$ cat config.mk
export PLATFORM = sky130hd
export DESIGN_NAME = seg_scan_stream
export DESIGN_NICKNAME = d
export VERILOG_FILES = /design/src/rtl/seg_scan_pkg.sv /design/src/rtl/seg_scan_accum.sv /design/src/rtl/seg_scan_outreg.sv /design/src/rtl/seg_scan_stream.sv
export SDC_FILE = /design/constraint.sdc
export NUM_CORES = 1
export LEC_CHECK = 0
export ABC_CLOCK_PERIOD_IN_PS = 7900
export CAP_MARGIN = 20
export CORE_MARGIN = 2
export CORE_UTILIZATION = 59
export CTS_CLUSTER_DIAMETER = 50
export DETAILED_ROUTE_END_ITERATION = 8
export PLACE_DENSITY = 0.88
export REMOVE_ABC_BUFFERS = 1
export SYNTH_ARGS = -nofsm -noshare
export SYNTH_HDL_FRONTEND = slang
export SYNTH_SLANG_ARGS = --single-unit
$ cat constraint.sdc
create_clock -name clk -period 7.9 [get_ports clk]
set_clock_uncertainty 0.15 [all_clocks]
set_input_delay 1.58 -clock clk [delete_from_list [all_inputs] [get_ports clk]]
set_output_delay 1.58 -clock clk [all_outputs]
set_load 0.05 [all_outputs]
$ cat src/rtl/seg_scan_pkg.sv
package seg_scan_pkg;

  parameter int unsigned SCAN_W = 32;

  typedef logic [SCAN_W-1:0] sum_t;

  // Value the running sum restarts from
  localparam sum_t SUM_IDENT = '0;

  // Base value for the element: identity on a segment opening, else the carried sum
  function automatic sum_t scan_base(input logic opens, input sum_t carried);
    return opens ? SUM_IDENT : carried;
  endfunction

  // Modular addition, carry out is discarded
  function automatic sum_t wrap_add(input sum_t a, input sum_t b);
    return a + b;
  endfunction

  // Result selection by mode
  function automatic sum_t pick_result(input logic excl, input sum_t base, input sum_t incl);
    return excl ? base : incl;
  endfunction

endpackage

$ cat src/rtl/seg_scan_accum.sv
module seg_scan_accum
  import seg_scan_pkg::*;
(
  input  logic clk,
  input  logic rst_n,
  input  logic fire,
  input  logic excl_mode,
  input  sum_t data,
  input  logic seg_start,
  input  logic is_end,
  output sum_t result,
  output logic stream_fresh
);

  sum_t carry_q;
  logic fresh_q;
  logic opens;
  sum_t base_v;
  sum_t incl_v;

  assign opens        = seg_start | fresh_q;
  assign base_v       = scan_base(opens, carry_q);
  assign incl_v       = wrap_add(base_v, data);
  assign result       = pick_result(excl_mode, base_v, incl_v);
  assign stream_fresh = fresh_q;

  always_ff @(posedge clk or negedge rst_n) begin
    if (!rst_n) begin
      carry_q <= SUM_IDENT;
      fresh_q <= 1'b1;
    end else if (fire) begin
      carry_q <= is_end ? SUM_IDENT : incl_v;
      fresh_q <= is_end;
    end
  end

  AST_FRESH_AFTER_END: assert property (@(posedge clk) disable iff (!rst_n)
    fire && is_end |=> stream_fresh);

  AST_FRESH_CLEARS: assert property (@(posedge clk) disable iff (!rst_n)
    fire && !is_end |=> !stream_fresh);

endmodule

$ cat src/rtl/seg_scan_outreg.sv
module seg_scan_outreg
  import seg_scan_pkg::*;
(
  input  logic clk,
  input  logic rst_n,
  input  logic load,
  input  sum_t load_data,
  input  logic load_end,
  input  logic out_ready,
  output logic out_valid,
  output sum_t out_data,
  output logic out_end,
  output logic can_take
);

  logic valid_q;
  sum_t data_q;
  logic end_q;
  logic stalled;

  assign stalled   = valid_q & ~out_ready;
  assign can_take  = ~stalled;
  assign out_valid = valid_q;
  assign out_data  = data_q;
  assign out_end   = end_q;

  always_ff @(posedge clk or negedge rst_n) begin
    if (!rst_n) begin
      valid_q <= 1'b0;
      data_q  <= SUM_IDENT;
      end_q   <= 1'b0;
    end else if (!stalled) begin
      valid_q <= load;
      if (load) begin
        data_q <= load_data;
        end_q  <= load_end;
      end
    end
  end

  AST_STALL_HOLDS: assert property (@(posedge clk) disable iff (!rst_n)
    out_valid && !out_ready |=> out_valid && $stable(out_data) && $stable(out_end));

endmodule

$ cat src/rtl/seg_scan_stream.sv
module seg_scan_stream
  import seg_scan_pkg::*;
(
  input  logic              clk,
  input  logic              rst_n,
  input  logic              excl_mode,
  input  logic              in_valid,
  output logic              in_ready,
  input  logic [SCAN_W-1:0] in_data,
  input  logic              in_seg_start,
  input  logic              in_end,
  output logic              out_valid,
  input  logic              out_ready,
  output logic [SCAN_W-1:0] out_data,
  output logic              out_end
);

  logic fire;
  logic take_ok;
  sum_t scan_res;
  logic stream_fresh;

  assign in_ready = take_ok;
  assign fire     = in_valid & take_ok;

  seg_scan_accum u_accum (
    .clk          (clk),
    .rst_n        (rst_n),
    .fire         (fire),
    .excl_mode    (excl_mode),
    .data         (in_data),
    .seg_start    (in_seg_start),
    .is_end       (in_end),
    .result       (scan_res),
    .stream_fresh (stream_fresh)
  );

  seg_scan_outreg u_out (
    .clk       (clk),
    .rst_n     (rst_n),
    .load      (fire),
    .load_data (scan_res),
    .load_end  (in_end),
    .out_ready (out_ready),
    .out_valid (out_valid),
    .out_data  (out_data),
    .out_end   (out_end),
    .can_take  (take_ok)
  );

  AST_ONE_CYCLE: assert property (@(posedge clk) disable iff (!rst_n)
    fire |=> out_valid);

  AST_STALL_BLOCKS: assert property (@(posedge clk) disable iff (!rst_n)
    out_valid && !out_ready |-> !in_ready);

  AST_EXCL_HEAD_ZERO: assert property (@(posedge clk) disable iff (!rst_n)
    fire && in_seg_start && excl_mode |=> out_data == '0);

  AST_INCL_HEAD_SELF: assert property (@(posedge clk) disable iff (!rst_n)
    fire && in_seg_start && !excl_mode |=> out_data == $past(in_data));

  AST_FRESH_HEAD_SELF: assert property (@(posedge clk) disable iff (!rst_n)
    fire && stream_fresh && !excl_mode |=> out_data == $past(in_data));

  AST_END_FOLLOWS: assert property (@(posedge clk) disable iff (!rst_n)
    fire |=> out_end == $past(in_end));

endmodule

; Word-level counts from Yosys, hierarchy flattened
; Cells that the tools add are included.
[word_totals]
elab_cells = 15
reg_bits = 67
out_inout_bits = 35
[classes]
n_mux = 3
n_reduce_logical = 1
add_sub_neg = 1
bitwise_logic = 5
[op_table]
columns = cell, n
row1 = 2-to-1 mux 32 bit, 3
row2 = adder 32 bit, 1
row3 = bitwise AND 1 bit, 2
row4 = NOT 1 bit, 2
row5 = AND reduction 2 bit, 1
row6 = bitwise OR 1 bit, 1

; Depth between registers and ports, before layout
[logic_depth]
depth_word = 5
mapped_depth = 14
mapped_depth_nobuf = 12

; Modules after synthesis
; A second synthesis with hierarchy kept.
[hier_totals]
hier_cells = 525
area_unflattened_um2 = 4963.5
[by_module_without_submodules]
columns = mod, n_inst, cells_each, area_per_inst_um2, seq_area_each_um2
row1 = seg_scan_accum, 1, 451, 3529.6, 827.0
row2 = seg_scan_outreg, 1, 73, 1427.6, 850.8
row3 = seg_scan_stream, 1, 1, 6.3, 0.0

; Worst setup path after synthesis
; No wires, ideal clock.
[synth_timing]
path_kind = input -> register
from = input port in_seg_start
to = register u_out.data_q[31], in the netlist u_out.out_data[31]
n_path_buf = 3
arrival_time_ns = 4.133
required_time_ns = 7.626
path_slack_ns = 3.493
stages = 13
setup_time_ns = 0.124
path_cell_list = nor2_1 -> clkbuf_1 -> clkbuf_1 -> and2_1 -> ha_1 -> buf_4 -> nand4_4 -> or4_4 -> or3_1 -> o32a_1 -> nand2_2 -> mux2i_1 -> a211o_1
[synth_via]
elab_chain_cells = 4
[synth_lines]
columns = item, line
row1 = from (decl), seg_scan_stream.sv:10  ; input logic in_seg_start,
row2 = bitwise OR 1 bit (*), seg_scan_accum.sv:21  ; assign opens = seg_start | fresh_q;
row3 = 2-to-1 mux 32 bit (*), seg_scan_pkg.sv:12  ; return opens ? SUM_IDENT : carried;
row4 = adder 32 bit, seg_scan_pkg.sv:17  ; return a + b;
row5 = 2-to-1 mux 32 bit (*), seg_scan_pkg.sv:22  ; return excl ? base : incl;
row6 = to (signal assigned), seg_scan_outreg.sv:35  ; data_q <= load_data;
row7 = to (decl), seg_scan_outreg.sv:17  ; sum_t data_q;
; Mark *: on every way between the ends. The rest lies on a longest branch, timed or not.
; A chain may end at the register's enable or synchronous reset.

; Final worst setup path
; Same ends and word-level chain as after synthesis.

==> metrics <==
# diodes=0; syn_area_per_cell=8.68 um2; CP Max Fanout=19; area occupied by multi-input gates=2830 um2; startpoint types=input port; CTS max path bufs=2; drt first pass iters=5; GP Congestion=0.965; Commonest cells post-synth=68 x nand2_1, 66 x dfrtp_1, 51 x a21oi_1; via count=4275; top cells by area, synth=dfrtp_1 35%, ha_1 8.3%, a21oi_1 5.4%; cell count after synthesis=541; final hold vios=0; max_slew headroom=32.1%; min Tclk post-route=5.27 ns; Setup violations, final=0; min-delay src=u_accum.stream_fresh$_DFFE_PN1P_; fin. max-slew vios=0; Vias per Instance=6.09; Post-synth EDFFs=0; Power Density=219 nW/um2; Die Height=93.2 um; Synth Register Bits=67; worst hold path type=flip-flop to flip-flop; DRC viols=0; Routed WL=12.6 mm; max cap viols=0; register area share after synthesis=35.7%; Arr. time, crit path=5.36 ns; Clk pin slew, worst setup/hold paths=0.08 ns; CTS Sinks=67; Final Instance Area=5660 um2; H-tree depth=3; initial antenna violation count=0; number of I/O pins=74; RSZ-0062 raised after global routing=no; WL per Instance=17.9 um; synth warn=0; Min Hold Slack=0.319 ns; Critical Path End Type=flip-flop; Post-CTS Resized=0; TritonCTS clock tree=done; hold buffers post-CTS=0; Placed Area=5430 um2; worst r2r dst=u_out.out_data[31]$_DFFE_PN0P_; CTS Buf Count=9; hold path endpoint=u_accum.stream_fresh$_DFFE_PN1P_; Top FF cell, synth=dfrtp_1; global-route wire length before repair=20.6 mm; Post-synth ARST share=100%; Yosys top cell area share=35.2%; Antenna Nets Post-Route=0; Initial Util=60.8%; die width=93.2 um; total track usage=30.0%; VDD IR-drop max=0.139 mV; Reg area=1680 um2; period utilization=66.7%; fill count=576; die area=8690 um2; I/O Buffers=73; largest net degree at the start of global routing=68; cell taking the most area after synthesis=dfrtp_1; initial DRC count=268; grt total ovfl=0; HPWL after DPL=9.13 mm; Final TNS setup=0 ns; Worst-Skew Late Latency=0.35 ns; Cell Rows=32; static leakage=2.55 nW; synthesized area=4700 um2; worst-margin pin slew=1.01 ns; most numerous cell in the Yosys netlist=nand2_1; Reg2Reg Depth=11; postcts setup bufs=0; critical setup path kind=input port to flip-flop; Nets=666; vias in the first global route=4215; FF-to-FF Start=u_accum.stream_fresh$_DFFE_PN1P_; critical path required time=7.99 ns; Area growth syn-to-layout=20.5%; clk root buf=clkbuf_8; share of layout cells above drive strength 1=5.17%; status=finished, final reports clean; R2R Setup Slk=3.88 ns; synth unique cells=53; Achievable Freq=190 MHz; total core area=7730 um2; hold-critical path depth=2
critical path: stages:
cell and delay (ns):
clkdlybuf4s50_1 0.39, nor2_1 0.76, buf_4 0.35, and2_1 0.17, ha_1 0.37, nand4_4 0.19
or4_4 0.55, or3_1 0.32, o32a_1 0.21, nand2_2 0.11, mux2i_1 0.08, a211o_1 0.26
report_power, final:
group / internal, W / total (W) / leakage (nW) / switching [W]
clock: 0.000195 / 0.000331 / 0.113 / 0.000136
sequential: 0.000402 / 0.000437 / 0.857 / 0.0000350
combinational: 0.000173 / 0.000469 / 1.59 / 0.000296
total: 0.000769 / 0.00124 / 2.55 / 0.000468
cell usage in the layout, fill, tap and decap left out, types with 11 or more instances in the layout:
| cell type | instances |
|---|---|
| clkbuf_8 | 11 |
| nand2_1 | 67 |
| a21oi_1 | 51 |
| xnor2_1 | 16 |
| ha_1 | 31 |
| nand4_1 | 12 |
| and2_1 | 33 |
| o21ai_0 | 50 |
| a21o_1 | 13 |
| mux2i_1 | 15 |
| dfrtp_1 | 66 |
| nand3_1 | 11 |
| clkdlybuf4s50_1 | 72 |
| nor2_1 | 23 |
| xor2_1 | 12 |
| a22o_1 | 19 |
logic make-up (layout without fill, tap and decap cells):
group,count (synthesis),count (layout),synth area share (%)
AOI/OAI and AO/OA,183,183,25.0
and+or+nand+nor,171,171,18.0
DFF,67,67,35.7
buffers and inverters,45,104,4.16
adders and majority gates,32,32,8.69
xor gates and xnor gates,28,28,5.22
muxes,15,15,3.20
metrics by stage:
| step | utilization [%] | setup WS (ns) | std cells | total power (W) |
|---|---|---|---|---|
| global placement | 70.3 | 2.34 | 686 | 0.000895 |
| detailed placement | 70.3 | 2.29 | 686 | 0.000906 |
| global route | 73.2 | 2.37 | 702 | 0.00129 |
| finish | 73.2 | 2.63 | 702 | 0.00124 |
| floorplan | - | 3.03 | 506 | 0.000748 |
| CTS | 73.2 | 2.64 | 702 | 0.00124 |
worst max-delay path by stage:
stage | slack [ns] | start | to
2_1_floorplan | 3.03 | out_ready | u_accum.carry_q[31]$_DFFE_PN0P_
5_1_grt | 2.37 | in_seg_start | u_out.out_data[18]$_DFFE_PN0P_
6_report | 2.63 | in_seg_start | u_out.out_data[31]$_DFFE_PN0P_
3_5_place_dp | 2.29 | in_seg_start | u_out.out_data[31]$_DFFE_PN0P_
3_3_place_gp | 2.34 | in_seg_start | u_out.out_data[31]$_DFFE_PN0P_
4_1_cts | 2.64 | in_seg_start | u_out.out_data[31]$_DFFE_PN0P_
flip-flops by register name (all words and copies together) (netlist names):
register,flops
u_accum.carry_q,32
u_accum.stream_fresh,1
u_out.out_data,32
u_out.out_end,1
u_out.out_valid,1
routing by layer:
metal  vias to the layer above  GRT usage (%)  part of all wire, %
met5                         -              0                    0
met4                         0           10.4                  2.3
li1                       2057              -                    -
met1                      2061           42.3                   47
met3                        23           4.27                  5.1
met2                       134           47.5                   46
final cells by class:
| class | instances | share of cell area (%) |
|---|---|---|
| timing repair buffer | 78 | 13.5 |
| clock inverter | 4 | 1.28 |
| multi-input combinational | 429 | 49.9 |
| inverter | 10 | 0.663 |
| tap | 102 | 2.26 |
| clock buffer | 12 | 2.74 |
| sequential | 67 | 29.6 |
No activity file was read; power rests on OpenSTA's default activity.
